==> src/rtl/chsw_pkg.sv <==
// Shared types for the channel switch controller.
// Assumes: one byte per bus transfer unit, eight bits per byte.
package chsw_pkg;
    localparam int BYTE_W = 8;
    localparam int BIT_CNT_W = 3;

    typedef enum logic [2:0] {
        ST_IDLE,   // bus free or after STOP
        ST_ADDR,   // shifting in the address byte
        ST_AACK,   // acknowledging a matched address
        ST_WDAT,   // shifting in a written byte
        ST_WACK,   // acknowledging a written byte
        ST_RDAT,   // shifting out a read byte
        ST_RACK,   // sampling the master acknowledge
        ST_SKIP    // not addressed, or read ended; wait for START/STOP
    } bus_st_t;
endpackage

==> src/rtl/chsw_sync.sv <==
// Multi-stage synchronizer for a bundle of asynchronous level inputs.
// Assumes: each bit is a slow level signal; the bits are not related to each other.
module chsw_sync #(
    parameter int W = 4,
    parameter int STAGES = 2,
    parameter logic [W-1:0] RST_VAL = '1
) (
    input  logic         clk,
    input  logic         rst_n,
    input  logic [W-1:0] d,
    output logic [W-1:0] q
);
    logic [W-1:0] pipe [STAGES];

    for (genvar g = 0; g < STAGES; g++) begin : g_stage
        if (g == 0) begin : g_first
            // First stage: capture the raw inputs.
            always_ff @(posedge clk) begin
                if (!rst_n) pipe[0] <= RST_VAL;
                else        pipe[0] <= d;
            end
        end else begin : g_next
            // Later stages: pass on the previous stage.
            always_ff @(posedge clk) begin
                if (!rst_n) pipe[g] <= RST_VAL;
                else        pipe[g] <= pipe[g-1];
            end
        end
    end

    assign q = pipe[STAGES-1];
endmodule

==> src/rtl/chsw_cond.sv <==
// Bus condition detector: finds START, STOP and the SCL edges in the
// synchronized SCL/SDA levels.
// Assumes: the inputs are already synchronized to clk.
module chsw_cond (
    input  logic clk,
    input  logic rst_n,
    input  logic scl_s,
    input  logic sda_s,
    output logic start,
    output logic stop,
    output logic scl_rise,
    output logic scl_fall
);
    logic scl_q, sda_q;

    // Hold the previous sample of both lines.
    always_ff @(posedge clk) begin
        if (!rst_n) begin
            scl_q <= 1'b1;
            sda_q <= 1'b1;
        end else begin
            scl_q <= scl_s;
            sda_q <= sda_s;
        end
    end

    assign start    = scl_s & scl_q & sda_q & ~sda_s;
    assign stop     = scl_s & scl_q & ~sda_q & sda_s;
    assign scl_rise = scl_s & ~scl_q;
    assign scl_fall = ~scl_s & scl_q;
endmodule

==> src/rtl/chsw_fsm.sv <==
// Slave bus engine: receives and matches the address, acknowledges bytes,
// hands written bytes to the register and shifts read bytes out.
// Assumes: the bus conditions come from chan_cond. SDA is changed only after
// a detected SCL fall, so it is never changed while SCL is high.
module chsw_fsm
    import chsw_pkg::*;
#(
    parameter int STRAP_W = 2,
    parameter logic [6-STRAP_W:0] ADDR_HI = 5'b11100
) (
    input  logic               clk,
    input  logic               rst_n,
    input  logic               start,
    input  logic               stop,
    input  logic               scl_rise,
    input  logic               scl_fall,
    input  logic               scl_s,
    input  logic               sda_s,
    input  logic [STRAP_W-1:0] strap,
    input  logic [BYTE_W-1:0]  rd_byte,
    output logic               sda_pull,
    output logic               wr_stb,
    output logic [BYTE_W-1:0]  wr_byte
);
    bus_st_t              st;
    logic [BYTE_W-1:0]    sh;
    logic [BIT_CNT_W-1:0] cnt;
    logic                 rw;
    logic                 phase;   // ack driven / last read bit seen
    logic                 more;    // master acknowledged a read byte
    logic [BYTE_W-1:0]    in_byte;

    assign in_byte = {sh[BYTE_W-2:0], sda_s};

    // Main bus state machine. START and STOP take priority over bit handling.
    always_ff @(posedge clk) begin
        if (!rst_n) begin
            st       <= ST_IDLE;
            sh       <= '0;
            cnt      <= '0;
            rw       <= 1'b0;
            phase    <= 1'b0;
            more     <= 1'b0;
            sda_pull <= 1'b0;
            wr_stb   <= 1'b0;
            wr_byte  <= '0;
        end else begin
            wr_stb <= 1'b0;
            if (start) begin
                st       <= ST_ADDR;
                cnt      <= '0;
                phase    <= 1'b0;
                more     <= 1'b0;
                sda_pull <= 1'b0;
            end else if (stop) begin
                st       <= ST_IDLE;
                phase    <= 1'b0;
                more     <= 1'b0;
                sda_pull <= 1'b0;
            end else begin
                unique case (st)
                    ST_ADDR: if (scl_rise) begin
                        sh  <= in_byte;
                        cnt <= cnt + 1'b1;
                        if (cnt == 3'd7) begin
                            if (in_byte[BYTE_W-1:1] == {ADDR_HI, strap}) begin
                                rw <= in_byte[0];
                                st <= ST_AACK;
                            end else begin
                                st <= ST_SKIP;
                            end
                        end
                    end
                    ST_AACK, ST_WACK: if (scl_fall) begin
                        if (!phase) begin
                            sda_pull <= 1'b1;
                            phase    <= 1'b1;
                        end else begin
                            phase <= 1'b0;
                            cnt   <= '0;
                            if (st == ST_AACK && rw) begin
                                sh       <= rd_byte;
                                sda_pull <= ~rd_byte[BYTE_W-1];
                                st       <= ST_RDAT;
                            end else begin
                                sda_pull <= 1'b0;
                                st       <= ST_WDAT;
                            end
                        end
                    end
                    ST_WDAT: if (scl_rise) begin
                        sh  <= in_byte;
                        cnt <= cnt + 1'b1;
                        if (cnt == 3'd7) begin
                            wr_stb  <= 1'b1;
                            wr_byte <= in_byte;
                            st      <= ST_WACK;
                        end
                    end
                    ST_RDAT: begin
                        if (scl_rise) begin
                            cnt <= cnt + 1'b1;
                            if (cnt == 3'd7) phase <= 1'b1;
                        end else if (scl_fall) begin
                            if (phase) begin
                                phase    <= 1'b0;
                                sda_pull <= 1'b0;
                                st       <= ST_RACK;
                            end else begin
                                sh       <= {sh[BYTE_W-2:0], 1'b0};
                                sda_pull <= ~sh[BYTE_W-2];
                            end
                        end
                    end
                    ST_RACK: begin
                        if (scl_rise) begin
                            if (!sda_s) more <= 1'b1;
                            else        st   <= ST_SKIP;
                        end else if (scl_fall && more) begin
                            more     <= 1'b0;
                            cnt      <= '0;
                            sh       <= rd_byte;
                            sda_pull <= ~rd_byte[BYTE_W-1];
                            st       <= ST_RDAT;
                        end
                    end
                    default: ;
                endcase
            end
        end
    end

    AST_PULL_SCL_LOW: assert property (@(posedge clk) disable iff (!rst_n)
        !$stable(sda_pull) |-> !scl_s);
    AST_SKIP_RELEASED: assert property (@(posedge clk) disable iff (!rst_n)
        (st == ST_SKIP || st == ST_IDLE) |-> !sda_pull);
endmodule

==> src/rtl/chsw_regs.sv <==
// Control register: holds the written selection and applies it to the
// channel enables when the bus shows STOP.
// Assumes: a write strobe and a STOP never fall in the same cycle.
module chsw_regs #(
    parameter int NCH = 2,
    parameter int BYTE_W = 8
) (
    input  logic              clk,
    input  logic              rst_n,
    input  logic              wr_stb,
    input  logic [BYTE_W-1:0] wr_byte,
    input  logic              stop,
    output logic [NCH-1:0]    sel,
    output logic [NCH-1:0]    chan_en
);
    // Store the low bits of each written byte; copy them to the enables at STOP.
    always_ff @(posedge clk) begin
        if (!rst_n) begin
            sel     <= '0;
            chan_en <= '0;
        end else begin
            if (wr_stb) sel <= wr_byte[NCH-1:0];
            if (stop)   chan_en <= sel;
        end
    end

    AST_CHAN_AT_STOP: assert property (@(posedge clk) disable iff (!rst_n)
        !$stable(chan_en) |-> $past(stop));
    AST_RESET_CLEARS: assert property (@(posedge clk)
        !rst_n |=> (chan_en == '0 && sel == '0));
endmodule

==> src/rtl/chsw_ctrl.sv <==
// Top of the channel switch controller: synchronizes the bus and interrupt
// inputs, runs the slave engine, holds the control register, builds the read
// byte and combines the interrupts.
// Assumes: clk runs at least eight times the SCL rate.
module chsw_ctrl
    import chsw_pkg::*;
#(
    parameter int NCH = 2,
    parameter int SYNC_STAGES = 2
) (
    input  logic           clk,
    input  logic           rst_n,
    input  logic           scl_in,
    input  logic           sda_in,
    input  logic [1:0]     strap,
    input  logic [NCH-1:0] irq_n,
    output logic           sda_pull,
    output logic [NCH-1:0] chan_en,
    output logic           irq_out_n
);
    localparam int IRQ_BASE = 4;
    localparam int SW = NCH + 2;

    logic [SW-1:0]     sync_q;
    logic              scl_s, sda_s;
    logic [NCH-1:0]    irq_s;
    logic              start, stop, scl_rise, scl_fall;
    logic              wr_stb;
    logic [BYTE_W-1:0] wr_byte;
    logic [BYTE_W-1:0] rd_byte;
    logic [NCH-1:0]    sel;

    chsw_sync #(.W(SW), .STAGES(SYNC_STAGES), .RST_VAL('1)) u_sync (
        .clk(clk), .rst_n(rst_n),
        .d({irq_n, sda_in, scl_in}),
        .q(sync_q)
    );
    assign scl_s = sync_q[0];
    assign sda_s = sync_q[1];
    assign irq_s = sync_q[SW-1:2];

    chsw_cond u_cond (
        .clk(clk), .rst_n(rst_n), .scl_s(scl_s), .sda_s(sda_s),
        .start(start), .stop(stop), .scl_rise(scl_rise), .scl_fall(scl_fall)
    );

    chsw_fsm #(.STRAP_W(2), .ADDR_HI(5'b11100)) u_fsm (
        .clk(clk), .rst_n(rst_n), .start(start), .stop(stop),
        .scl_rise(scl_rise), .scl_fall(scl_fall), .scl_s(scl_s), .sda_s(sda_s),
        .strap(strap), .rd_byte(rd_byte), .sda_pull(sda_pull),
        .wr_stb(wr_stb), .wr_byte(wr_byte)
    );

    chsw_regs #(.NCH(NCH), .BYTE_W(BYTE_W)) u_regs (
        .clk(clk), .rst_n(rst_n), .wr_stb(wr_stb), .wr_byte(wr_byte),
        .stop(stop), .sel(sel), .chan_en(chan_en)
    );

    // Assemble the read byte: selection bits low, interrupt flags from bit 4.
    always_comb begin
        rd_byte = '0;
        for (int i = 0; i < NCH; i++) begin
            rd_byte[i]            = sel[i];
            rd_byte[IRQ_BASE + i] = ~irq_s[i];
        end
    end

    assign irq_out_n = &irq_s;
endmodule

==> config.mk <==
export PLATFORM = sky130hd
export DESIGN_NAME = chsw_ctrl
export DESIGN_NICKNAME = d
export VERILOG_FILES = /design/src/rtl/chsw_pkg.sv /design/src/rtl/chsw_sync.sv /design/src/rtl/chsw_cond.sv /design/src/rtl/chsw_fsm.sv /design/src/rtl/chsw_regs.sv /design/src/rtl/chsw_ctrl.sv
export SDC_FILE = /design/constraint.sdc
export NUM_CORES = 1
export LEC_CHECK = 0
export BUFFER_PORTS_ARGS = -buffer_cell sky130_fd_sc_hd__buf_2
export CAP_MARGIN = 20
export CORE_UTILIZATION = 56
export CTS_BUF_LIST = sky130_fd_sc_hd__clkbuf_2
export CTS_CLUSTER_SIZE = 10
export DETAILED_ROUTE_END_ITERATION = 16
export GPL_TIMING_DRIVEN = 0
export PLACE_DENSITY = 0.87
export SYNTH_ARGS = -nofsm -noshare
export SYNTH_HDL_FRONTEND = slang
export SYNTH_HIERARCHICAL = 1
export SYNTH_SLANG_ARGS = --single-unit
==> constraint.sdc <==
create_clock -name clk -period 1.9 [get_ports clk]
set_input_delay 0.38 -clock clk [delete_from_list [all_inputs] [get_ports clk]]
set_output_delay 0.38 -clock clk [all_outputs]
set_load 0.05 [all_outputs]
==> impl_metrics.ini <==
[finish]
drive_above_1_share_pct = 22.9
nets = 241
instances_no_fill = 275
final_design_area_no_fill_um2 = 2060
final_core_util_pct = 68.1
antenna-diode-count = 0
final_cell_mix = 30 x dfxtp_1, 17 x a21oi_1, 16 x buf_2, 16 x nand2b_1
final_common_cell = dfxtp_1
synthToLayoutAreaGrowth_pct = 15.5

[timing]
rsz_0062_raised_after_global_routing = no
final.setup.tns_ns = 0
hold_ws_ns = 0.188
crit_path_setup_slack_layout_ns = 0.0912
finalClockSkew_ns = 0.00900
final-setup-viol-count = 0
max_freq_ghz = 0.553
final_hold_violations = 0
period_share_pct = 95.2
finalCriticalPeriod_ns = 1.81
finalMaxSlewViolations = 0

[detailed_routing]
finalWirelength_um = 3850
detail_route.wl_per_cell_um = 14.0
remaining_drc_errors = 0
drtIter0Drc = 108
avg_vias_per_cell = 5.71
route.vias.total = 1569
antenna_left = 0
detailedRoute.firstPassIterationCount = 4

[critical_path]
worstSetupPathType = reg -> reg
critical_path.endpoint_type = register
worstSetupStartpointType = register
worst-path-max-fanout = 10
critical_path_at_ns = 2.09
timing.critical_path.required_ns = 2.18

[clock_tree]
worstSkewPairLatency_ns = 0.36
clock_sinks = 34
worst_setup_hold_path_clk_slew_ns = 0.16
clock_path_buffers = 2
clock_tree.root_cell = clkbuf_2
cts.htree.levels = 2
cts_tree = yes
cts_inserted_buffers = 5

[grt]
overflow = 0
grt_use_total_pct = 23.4
grt_max_degree = 18
grt_first_pass_wirelength_um = 5990
via_count_of_the_first_global_routing_pass = 1330
antenna_found_initial = 0

[logic_synthesis]
yosysWarnings = 6
synthesis.instances = 204
postSynthAreaPerCell_um2 = 8.75
mappedNetlistArea_um2 = 1780

[place]
io_buffer_count = 11
hpwl_um = 2630
detailedPlace.worstSlack_ns = -0.302
gp_congestion = 0.916
numPlacedInstances = 262
post_dp_cell_area_um2 = 1910

[power]
p_leak_nw = 0.785
cellPowerDensity_nw_per_um2 = 555
power.total_mw = 1.14
max-vdd-ir-drop_mv = 0.543

[floorplan]
placement_rows = 20
start_util_pct = 58.9
dieArea_um2 = 3420
die_width_um = 58.4
ioPinCount = 12
dieHeight_um = 58.4
core_um2 = 3030

[flow_run]
maxCapViolations = 0

[run_status]
run_status = finished clean

[min_path]
hp-class = in -> reg
## final timing paths
path | startpoint | end | slack [ns] | cells past startpoint
worst min register to register | u_sync/pipe[0][3] | u_sync/pipe[1][3] | 0.43 | 1
worst max-delay path | u_fsm/st[1] | u_fsm/sh[6] | 0.09 | 7
worst min-delay path | sda_in | u_sync/pipe[0][1] | 0.19 | 2
worst max register to register | u_fsm/st[1] | u_fsm/sh[6] | 0.09 | 7
## cell type report
class / count / area [um^2]
clock buffers: 6 / 30.0
plain buffers: 12 / 63.8
inverters: 9 / 33.8
multi-input cells: 151 / 1070
flip-flops and latches: 34 / 688
fillers: 261 / 967
repair buffers: 18 / 111
clock inverters: 1 / 7.51
well taps: 44 / 55.1
## state kept, by name, indices dropped and copies added, names as in the netlist
signal	count
u_regs/sel	2
u_regs/chan_en	2
u_fsm/phase	1
u_sync/pipe	8
u_fsm/sda_pull	1
u_fsm/st	3
u_fsm/sh	7
u_cond/scl_q	1
u_fsm/wr_stb	1
u_cond/sda_q	1
u_fsm/wr_byte	2
u_fsm/rw	1
u_fsm/more	1
u_fsm/cnt	3
## worst max-delay path: stages (launching register included)
cell,delay (ns)
dfxtp_2,0.39
nor2b_4,0.17
a222oi_1,0.34
buf_4,0.19
a2bb2oi_4,0.20
buf_6,0.16
a21oi_1,0.06
a311oi_1,0.22
## power breakdown
| group | switching, mW | internal [mW] | leakage [nW] | total [mW] |
|---|---|---|---|---|
| Clock | 0.224 | 0.0893 | 0.0251 | 0.314 |
| Combinational | 0.0555 | 0.0419 | 0.483 | 0.0975 |
| Sequential | 0.00797 | 0.724 | 0.277 | 0.732 |
| Total | 0.288 | 0.855 | 0.785 | 1.14 |
## per-layer routing
layer / vias to the layer above / track usage [%] / wire, um
met1: 716 / 30.3 / 1710
met3: 4 / 7.69 / 270
met5: - / 0 / 0
met4: 0 / 7.14 / 36
met2: 59 / 37.3 / 1830
li1: 790 / - / -
## what timing repair did
action	4_1_cts	5_1_grt
buffers inserted	2	4
gates cloned	0	1
gates resized for setup	8	12
hold buffers	0	0
endpoints found under the setup margin	14	13
pin swaps	3	3
Note: power is estimated with default switching activity, not from simulation.
